## src/rtl/scm_pkg.sv

```systemverilog
package scm_pkg;
  localparam int ATTR_W = 3;

  typedef struct packed {
    logic expdn;   // bit 2
    logic wr;      // bit 1
    logic rd;      // bit 0
  } seg_attr_t;

  typedef enum logic [2:0] {
    FLT_NONE = 3'b001,
    FLT_GP   = 3'b010,
    FLT_PF   = 3'b100
  } flt_e;
endpackage

```

## src/rtl/scm_seg_select.sv

```systemverilog
module scm_seg_select
  import scm_pkg::*;
#(
  parameter int AW    = 32,
  parameter int SEL_W = 4
) (
  input  logic [SEL_W-1:0]                   sel,
  input  logic [(2**SEL_W)*AW-1:0]           base_flat,
  input  logic [(2**SEL_W)*AW-1:0]           limit_flat,
  input  logic [(2**SEL_W)*ATTR_W-1:0]       attr_flat,
  output logic [AW-1:0]                      base,
  output logic [AW-1:0]                      limit,
  output seg_attr_t                          attr
);
  localparam int NSEG = 2**SEL_W;

  logic [AW-1:0] base_a  [NSEG];
  logic [AW-1:0] limit_a [NSEG];
  seg_attr_t     attr_a  [NSEG];

  for (genvar i = 0; i < NSEG; i++) begin : g_unpack
    assign base_a[i]  = base_flat[i*AW +: AW];
    assign limit_a[i] = limit_flat[i*AW +: AW];
    assign attr_a[i]  = seg_attr_t'(attr_flat[i*ATTR_W +: ATTR_W]);
  end

  assign base  = base_a[sel];
  assign limit = limit_a[sel];
  assign attr  = attr_a[sel];
endmodule

```

## src/rtl/scm_seg_check.sv

```systemverilog
module scm_seg_check
  import scm_pkg::*;
#(
  parameter int AW  = 32,
  parameter int SZW = 4
) (
  input  logic            chk_en,
  input  logic [AW-1:0]   addr,
  input  logic [SZW-1:0]  size,
  input  logic            is_write,
  input  logic            is_exec,
  input  logic [AW-1:0]   base,
  input  logic [AW-1:0]   limit,
  input  seg_attr_t       attr,
  output logic            gp
);
  localparam int XW = AW + 1;

  logic [XW-1:0] addr_x, end_x, base_x, lim_x;
  logic          perm_flt, lim_flt, wrapped;

  // end of access is one bit wider than the address
  always_comb begin
    addr_x = {1'b0, addr};
    base_x = {1'b0, base};
    lim_x  = {1'b0, limit};
    end_x  = addr_x + XW'(size);
  end

  // permission checks
  always_comb begin
    perm_flt = 1'b0;
    if (is_write && !attr.wr)                 perm_flt = 1'b1;
    if (!is_write && !is_exec && !attr.rd)    perm_flt = 1'b1;
  end

  // limit checks
  always_comb begin
    wrapped = (lim_x < base_x);
    if (!attr.expdn) begin
      if (wrapped) lim_flt = (lim_x < end_x) && (addr_x < base_x);
      else         lim_flt = (lim_x < end_x);
    end else begin
      if (wrapped) lim_flt = (addr_x <= lim_x) || (end_x >= base_x);
      else         lim_flt = (addr_x <= lim_x) && (end_x >= base_x);
    end
  end

  assign gp = chk_en && (perm_flt || lim_flt);
endmodule

```

## src/rtl/scm_xlate_path.sv

```systemverilog
module scm_xlate_path
  import scm_pkg::*;
#(
  parameter int AW = 32
) (
  input  logic          req_valid,
  input  logic [AW-1:0] addr,
  input  logic          prot_en,
  input  logic          page_en,
  input  logic          gp,
  input  logic          tlb_hit,
  input  logic [AW-1:0] tlb_paddr,
  output logic          tlb_req_valid,
  output flt_e          flt,
  output logic          via_tlb,
  output logic [AW-1:0] paddr
);
  // lookup only when no protection fault
  assign tlb_req_valid = req_valid && prot_en && page_en && !gp;

  always_comb begin
    flt     = FLT_NONE;
    via_tlb = 1'b0;
    paddr   = addr;
    if (prot_en) begin
      if (gp) begin
        flt   = FLT_GP;
        paddr = '0;
      end else if (page_en) begin
        via_tlb = 1'b1;
        if (tlb_hit) begin
          paddr = tlb_paddr;
        end else begin
          flt   = FLT_PF;
          paddr = '0;
        end
      end
    end
  end
endmodule

```

## src/rtl/seg_xlate_top.sv

```systemverilog
module seg_xlate_top
  import scm_pkg::*;
#(
  parameter int AW    = 32,
  parameter int SZW   = 4,
  parameter int SEL_W = 4
) (
  input  logic                               clk,
  input  logic                               rst_n,
  input  logic                               req_valid,
  input  logic [AW-1:0]                      req_addr,
  input  logic [SZW-1:0]                     req_size,
  input  logic                               req_write,
  input  logic                               req_exec,
  input  logic [SEL_W-1:0]                   req_seg,
  input  logic                               ctl_prot_en,
  input  logic                               ctl_page_en,
  input  logic                               ctl_lma,
  input  logic                               ctl_cs_long,
  input  logic [(2**SEL_W)*AW-1:0]           seg_base_flat,
  input  logic [(2**SEL_W)*AW-1:0]           seg_limit_flat,
  input  logic [(2**SEL_W)*3-1:0]            seg_attr_flat,
  output logic                               tlb_req_valid,
  output logic [AW-1:0]                      tlb_req_addr,
  input  logic                               tlb_hit,
  input  logic [AW-1:0]                      tlb_paddr,
  output logic                               rsp_valid,
  output logic                               rsp_ok,
  output logic                               rsp_gp,
  output logic                               rsp_pf,
  output logic                               rsp_via_tlb,
  output logic [AW-1:0]                      rsp_paddr,
  output logic [AW-1:0]                      rsp_vaddr
);
  // reset: asynchronous assert, synchronous release
  logic [1:0] rst_sync_q;
  logic       rst_n_s;
  always_ff @(posedge clk or negedge rst_n) begin
    if (!rst_n) rst_sync_q <= 2'b00;
    else        rst_sync_q <= {rst_sync_q[0], 1'b1};
  end
  assign rst_n_s = rst_sync_q[1];

  logic [AW-1:0] sel_base, sel_limit;
  seg_attr_t     sel_attr;
  logic          chk_en, gp_c, via_c;
  flt_e          flt_c;
  logic [AW-1:0] paddr_c;

  scm_seg_select #(.AW(AW), .SEL_W(SEL_W)) u_sel (
    .sel(req_seg), .base_flat(seg_base_flat), .limit_flat(seg_limit_flat),
    .attr_flat(seg_attr_flat), .base(sel_base), .limit(sel_limit), .attr(sel_attr)
  );

  // checks outside 64-bit mode only, and only with protection on
  assign chk_en = ctl_prot_en && (!ctl_lma || !ctl_cs_long);

  scm_seg_check #(.AW(AW), .SZW(SZW)) u_chk (
    .chk_en(chk_en), .addr(req_addr), .size(req_size), .is_write(req_write),
    .is_exec(req_exec), .base(sel_base), .limit(sel_limit), .attr(sel_attr),
    .gp(gp_c)
  );

  scm_xlate_path #(.AW(AW)) u_path (
    .req_valid(req_valid), .addr(req_addr), .prot_en(ctl_prot_en),
    .page_en(ctl_page_en), .gp(gp_c), .tlb_hit(tlb_hit), .tlb_paddr(tlb_paddr),
    .tlb_req_valid(tlb_req_valid), .flt(flt_c), .via_tlb(via_c), .paddr(paddr_c)
  );
  assign tlb_req_addr = req_addr;

  // result stage: next-state and register processes
  logic          vld_q, vld_d;
  flt_e          flt_q, flt_d;
  logic          via_q, via_d;
  logic [AW-1:0] pa_q, pa_d, va_q, va_d;

  always_comb begin
    vld_d = req_valid;
    flt_d = flt_q;
    via_d = via_q;
    pa_d  = pa_q;
    va_d  = va_q;
    if (req_valid) begin
      flt_d = flt_c;
      via_d = via_c;
      pa_d  = paddr_c;
      va_d  = req_addr;
    end
  end

  always_ff @(posedge clk or negedge rst_n_s) begin
    if (!rst_n_s) begin
      vld_q <= 1'b0;
      flt_q <= FLT_NONE;
      via_q <= 1'b0;
      pa_q  <= '0;
      va_q  <= '0;
    end else begin
      vld_q <= vld_d;
      flt_q <= flt_d;
      via_q <= via_d;
      pa_q  <= pa_d;
      va_q  <= va_d;
    end
  end

  assign rsp_valid   = vld_q;
  assign rsp_ok      = vld_q && (flt_q == FLT_NONE);
  assign rsp_gp      = vld_q && (flt_q == FLT_GP);
  assign rsp_pf      = vld_q && (flt_q == FLT_PF);
  assign rsp_via_tlb = vld_q && via_q;
  assign rsp_paddr   = pa_q;
  assign rsp_vaddr   = va_q;

  // assertions
  p_valid_lat_r10: assert property (@(posedge clk) disable iff (!rst_n_s)
    req_valid |=> rsp_valid);
  p_idle_lat_r10: assert property (@(posedge clk) disable iff (!rst_n_s)
    !req_valid |=> !rsp_valid);
  p_onehot_r10: assert property (@(posedge clk) disable iff (!rst_n_s)
    rsp_valid |-> $countones({rsp_ok, rsp_gp, rsp_pf}) == 1);
  p_real_ident_r2: assert property (@(posedge clk) disable iff (!rst_n_s)
    (req_valid && !ctl_prot_en) |=> (rsp_ok && rsp_paddr == $past(req_addr)));
  p_bypass_r3: assert property (@(posedge clk) disable iff (!rst_n_s)
    (req_valid && ctl_lma && ctl_cs_long) |=> !rsp_gp);
  p_wr_perm_r4: assert property (@(posedge clk) disable iff (!rst_n_s)
    (req_valid && chk_en && req_write && !sel_attr.wr) |=> rsp_gp);
  p_gp_no_lookup_r12: assert property (@(posedge clk) disable iff (!rst_n_s)
    gp_c |-> !tlb_req_valid);
  p_miss_pf_r8: assert property (@(posedge clk) disable iff (!rst_n_s)
    (tlb_req_valid && !tlb_hit) |=> (rsp_pf && rsp_vaddr == $past(req_addr)));
endmodule

```

## config.mk

```make
export PLATFORM = sky130hd
export DESIGN_NAME = seg_xlate_top
export DESIGN_NICKNAME = d
export VERILOG_FILES = /design/src/rtl/scm_pkg.sv /design/src/rtl/scm_seg_select.sv /design/src/rtl/scm_seg_check.sv /design/src/rtl/scm_xlate_path.sv /design/src/rtl/seg_xlate_top.sv
export SDC_FILE = /design/constraint.sdc
export NUM_CORES = 1
export LEC_CHECK = 0
export BUFFER_PORTS_ARGS = -buffer_cell sky130_fd_sc_hd__buf_2
export CAP_MARGIN = 20
export CORE_AREA = 2 2 492 494
export CTS_BUF_LIST = sky130_fd_sc_hd__clkbuf_16
export DETAILED_ROUTE_END_ITERATION = 10
export DIE_AREA = 0 0 494 496
export SETUP_SLACK_MARGIN = 0.3
export SLEW_MARGIN = 20
export SYNTH_ARGS = -nofsm -noshare
export SYNTH_HDL_FRONTEND = slang
export SYNTH_SLANG_ARGS = --single-unit
```

## constraint.sdc

```tcl
create_clock -name clk -period 28.7 [get_ports clk]
set_input_delay 8.61 -clock clk [delete_from_list [all_inputs] [get_ports clk]]
set_output_delay 8.61 -clock clk [all_outputs]
set_load 0.05 [all_outputs]
```

Yosys cells after proc, flatten, opt, wreduce, memory -nomap -nowiden --
Index checks and enable logic that the tools add are counted.
Cells by class: add/sub/neg operators 1, order comparisons 6, equal/unequal tests 3, mux-type cells 25, bitwise logic cells 1, reductions and logical operators 24
Operators by type and width (number):
- binary-select mux 32 bit (select 4 bit) | 2
- two-way mux 32 bit | 8
- < comparator 32 bit | 2
- adder 32 x 4 -> 33 bit | 1
- >= comparator 33 x 32 -> 1 bit | 1
- < comparator 32 x 33 -> 1 bit | 1
- <= comparator 32 bit | 1
- two-way mux 3 bit | 6
- logical AND 1 bit | 14
- binary-select mux 3 bit (select 4 bit) | 1
- two-way mux 1 bit | 8
- zero test 1 bit | 7
- >= comparator 5 bit (second input constant) | 1
- inverter 4 -> 5 bit | 1
- == test 3 x 1 -> 1 bit (second input constant) | 1
- == test 3 x 2 -> 1 bit (second input constant) | 1
- == test 3 bit (second input constant) | 1
- logical OR 1 bit | 3
Word-level totals: bits in registers 71

Longest topological paths before layout --
word-level depth 12, gate-level depth with buffers 19

Hierarchy --
A second synthesis with hierarchy kept.
Second synthesis, totals: cell total of the unflattened synthesis 1488, area, all modules 16298.1 um2
Modules (own cells, without submodules):
- scm_seg_select | times used 1, cells each 562, area each 7762.4 um2
- scm_seg_check | times used 1, cells each 582, area each 4388.0 um2
- seg_xlate_top | times used 1, cells each 185, area each 2979.1 um2
- scm_xlate_path | times used 1, cells each 159, area each 1168.6 um2

Worst setup path after synthesis --
No wires, ideal clock.
path type input -> output, start input req_seg[0], end output tlb_req_valid, data arrival time 13.590 ns, required time 20.090 ns, setup slack 6.500 ns, cell stages on the path 17, path buffers 5, cells stage by stage buf_2 buf_2 buf_2 buf_1 mux4_2 mux4_2 inv_1 ha_1 and3_1 a221oi_1 nor2b_1 o41ai_1 nand4b_1 o211ai_1 o2111ai_4 buf_6 nor2_1
Between the ends: cells in the longest elaborated chain, start to end 12
RTL lines:
- from (decl) | RTL line seg_xlate_top.sv:15 | input logic [SEL_W-1:0] req_seg,
- inverter 4 -> 5 bit (implied by the code) * | RTL line scm_seg_select.sv:27, scm_seg_select.sv:28, scm_seg_select.sv:29
- binary-select mux 32 bit (select 4 bit) (tied with other cells) | RTL line scm_seg_select.sv:28 | assign limit = limit_a[sel];
- two-way mux 32 bit (implied by the code) (tied with other cells) (2 in series) | RTL line scm_seg_select.sv:28
- < comparator 32 x 33 -> 1 bit (tied with other cells) | RTL line scm_seg_check.sv:41, scm_seg_check.sv:42
- logical AND 1 bit (tied with other cells) | RTL line scm_seg_check.sv:41 | if (wrapped) lim_flt = (lim_x < end_x) && (addr_x < base_x);
- two-way mux 1 bit, on equally long branches | RTL line scm_seg_check.sv:41, scm_seg_check.sv:33, scm_seg_check.sv:44
- two-way mux 1 bit, on equally long branches | RTL line scm_seg_check.sv:40, scm_seg_check.sv:34
- logical OR 1 bit * | RTL line scm_seg_check.sv:49 | assign gp = chk_en && (perm_flt || lim_flt);
- logical AND 1 bit * | RTL line scm_seg_check.sv:49
- zero test 1 bit * | RTL line scm_xlate_path.sv:19 | assign tlb_req_valid = req_valid && prot_en && page_en && !gp;
- logical AND 1 bit * | RTL line scm_xlate_path.sv:19
- to (decl) | RTL line seg_xlate_top.sv:23 | output logic tlb_req_valid,
Every way passes the cells marked *; elsewhere a longest branch is shown, timed or not. The select of a mux whose other input is x is not followed.

Worst setup path in the final report --
Same ends and word-level chain as after synthesis.

==> impl_metrics.ini <==
[clock_network]
post_cts_resized = 0
clk_pin_slew_worst_paths_ns = 0.08
cts_sinks = 71
cts_max_level = 3
clock_path_buffers = 2
clk_latency_ns = 0.41
cts_tree = done
cts-buffers-inserted = 9
cts_root_buffer = clkbuf_16
cts_hold_buf = 0
post_cts_buffers = 0

[global_route]
grt-ovfl-total = 0
grt_pass1_vias = 19600
grt_use_total = 0.149
grt_antenna_before_repair = 252
grt_max_degree = 85
grt_first_pass_wirelength_um = 230000

[routing]
firstDrtPassIters = 5
route.vias.total = 20400
drtIter0Drc = 1823
post-route-drc-count = 0
viasPerCell = 3.49
antenna_left = 0
wl_per_cell_um = 32.6
postRouteWirelength_um = 191000

[final_layout]
regArea_um2 = 1780
syn_to_final_growth_pct = 65.2
final_core_util = 0.111
fillers = 27900
drive_gt1_frac = 0.671
multi_input_area_um2 = 13300
nets = 3855

[critical_path]
worstPathRequired_ns = 20.09
path_class = in2out
cp-end-kind = primary output
path_buf_inv = 6
slowest_delay_ns = 0.75
start_kind = input port
cp_top_family = buffers and inverters
cp_data_arrival_time_ns = 14.85
worstPathCellList = buf_8 > buf_12 > buf_4 > mux4_2 > mux4_2 > inv_1 > ha_1 > nand4_1 > nor4_1 > nand2_1 > or4_1 > a21oi_1 > o31a_2 > o2111ai_4 > buf_4 > nor2_1 > buf_2
cp_slowest_cell = buf_4
r2r_slack_ns = 27.36
critPathMaxFanout = 84

[synth]
ys.flop_type = dfrtp_1
synth_nets = 2687
yosysSeqAreaShare = 0.110
synth_area_um2 = 16200
synthCells = 1371
synth_largest_area_cell = mux4_2
yosysUniqueCellTypes = 65
yosys_register_bits = 71
avgSynthCellArea_um2 = 11.8
synth_largest_type_area_fraction = 0.462
synth_edf_count = 0
async_reset_ff_frac = 1.00
ys_warn_count = 0
synthTopCellsByArea = mux4_2 46%, ha_1 12%, dfrtp_1 11%

[die]
coreArea_um2 = 240000
die_x_um = 494
fp-row-count = 180
ios = 1256
dieArea_um2 = 245000
die_h_um = 496
start_util = 0.0675

[run_status]
status = completed

[place]
gp_congestion = 1.04
port_buffers = 1255
dp_hpwl_um = 172000

[power_and_ir_drop]
power.density_nw_per_um2 = 29.7
irDropWorstVdd_mv = 0.0325
leakagePower_nw = 11.3

[timing]
finalHoldViolations = 0
fin_skew_ns = 0.0184
slew_headroom = 0.303
fin_setup_tns_ns = 0
fmax_ghz = 0.0426
fin_crit_sh = 0.817
slew_viol_final = 0
rsz0062_at_grt = false
worst_pin_slew_ns = 1.04
finalSetupViolCount = 0
period_minus_slack_ns = 23.46

[job]
maxCapViolCount = 0

[hold_path]
hold_class = reg2async
## area by class of cell
class / instances / area share
Multi-Input combinational cell: 1059 / 0.499
Timing Repair Buffer: 1293 / 0.248
Tap cell: 3185 / 0.149
Sequential cell: 71 / 0.0667
Inverter: 105 / 0.0148
Antenna cell: 123 / 0.0115
Clock buffer: 9 / 0.00843
Clock inverter: 7 / 0.00239
## routing by layer
layer / GRT usage / up-vias / share of wire
met1: 0.185 / 10100 / 0.40
met2: 0.240 / 1719 / 0.46
met4: 0.0615 / 62 / 0.051
li1: - / 8137 / -
met3: 0.0413 / 446 / 0.091
met5: 0 / - / 0.0020
## cell families (layout without fill, tap and decap cells)
logic type | count (synthesis) | count (layout) | synth area share
XOR/XNOR | 32 | 32 | 0.0173
adder cells (fa/ha/maj) | 162 | 162 | 0.126
multiplexers | 367 | 367 | 0.487
buffers and inverters | 241 | 1414 | 0.0662
flip-flops | 71 | 71 | 0.110
AND/OR/NAND/NOR | 249 | 249 | 0.0840
other | 1 | 124 | 0.000232
AO/OA/AOI/OAI | 248 | 248 | 0.110
## path summary, 6_finish.rpt
| path | start | endpoint | cells after the start |
|---|---|---|---|
| max reg2reg | rst_sync_q[1]$_DFF_PN0_ | rsp_vaddr[20]$_DFFE_PN0P_ | 1 |
| max | req_seg[0] | tlb_req_valid | 17 |
| min reg2reg | rst_sync_q[1]$_DFF_PN0_ | rsp_paddr[4]$_DFFE_PN0P_ | 0 |
| min | rst_sync_q[1]$_DFF_PN0_ | rsp_paddr[4]$_DFFE_PN0P_ | 0 |
| max in group asynchronous | rst_n | rst_sync_q[1]$_DFF_PN0_ | 1 |
| min in group clk | rst_sync_q[0]$_DFF_PN0_ | rst_sync_q[1]$_DFF_PN0_ | 0 |
## cells in the mapped netlist (all sizes together), types with 3 or more instances
master,number
a31oi,35
o221ai,4
a2bb2oi,4
o31ai,33
dfrtp,70
nor3,11
nor2,38
clkinv,3
xor2,14
mux2,34
and2,3
or2,4
mux4,332
nand2,34
o21ai,23
buf,77
a211oi,11
clkbuf,59
a211o,4
a21o,26
ha,161
and3,8
nor4,5
nor2b,70
and4,3
a21oi,71
o22ai,3
nand2b,4
xnor2,18
nand3,26
a221oi,4
nand4,33
o21a,4
inv,102
o211ai,12
## layout by cell type (no fill, tap or decap), types with 4 or more instances in the layout
| master | netlist | routed |
|---|---|---|
| inv_1 | 102 | 101 |
| nor4_1 | 5 | 5 |
| a21oi_1 | 71 | 71 |
| o221ai_1 | 4 | 4 |
| o31ai_2 | 27 | 27 |
| nand3_1 | 26 | 26 |
| and3_1 | 8 | 8 |
| a21o_1 | 26 | 26 |
| a221oi_1 | 4 | 4 |
| xor2_1 | 14 | 14 |
| a211o_1 | 4 | 4 |
| ha_1 | 161 | 161 |
| buf_2 | 7 | 1250 |
| clkbuf_16 | 0 | 9 |
| o21ai_1 | 9 | 9 |
| buf_4 | 32 | 37 |
| mux4_2 | 332 | 332 |
| o21a_1 | 4 | 4 |
| a31oi_1 | 35 | 35 |
| nor2_1 | 38 | 38 |
| nor3_1 | 11 | 11 |
| mux2_2 | 32 | 32 |
| nand2b_1 | 4 | 4 |
| o31ai_1 | 6 | 6 |
| nand4_1 | 33 | 33 |
| o21ai_0 | 14 | 14 |
| nand2_1 | 34 | 33 |
| a2bb2oi_1 | 4 | 4 |
| xnor2_1 | 18 | 18 |
| nor2b_1 | 70 | 70 |
| a211oi_1 | 10 | 10 |
| dfrtp_1 | 70 | 69 |
| o211ai_1 | 12 | 12 |
| diode_2 | 0 | 123 |
## through the flow
stage	total power [W]	hold WS [ns]	instances	worst slack, ns	area, um^2
2_1_floorplan	0.000421	0.331	1371	6.50	16200
3_3_place_gp	0.000685	0.281	5713	5.09	26100
3_5_place_dp	0.000685	0.278	5713	5.15	26100
4_1_cts	0.000816	0.252	5729	5.14	26400
5_1_grt	0.000848	0.274	5800	4.81	26600
6_report	0.000795	0.237	5852	5.24	26700
## state kept, by name (all words and copies together), names as in the netlist
signal      count
rsp_paddr      32
rsp_vaddr      32
flt_q           3
rst_sync_q      2
rsp_valid       1
via_q           1
## power by group
part	internal (W)	leakage, nW	total [W]	switching, W
logic	0.000224	10.3	0.000553	0.000329
registers	0.000112	0.868	0.000119	0.00000697
clock network	0.0000606	0.137	0.000123	0.0000621
total	0.000397	11.3	0.000795	0.000398
Power figures use the tool's default switching activity.
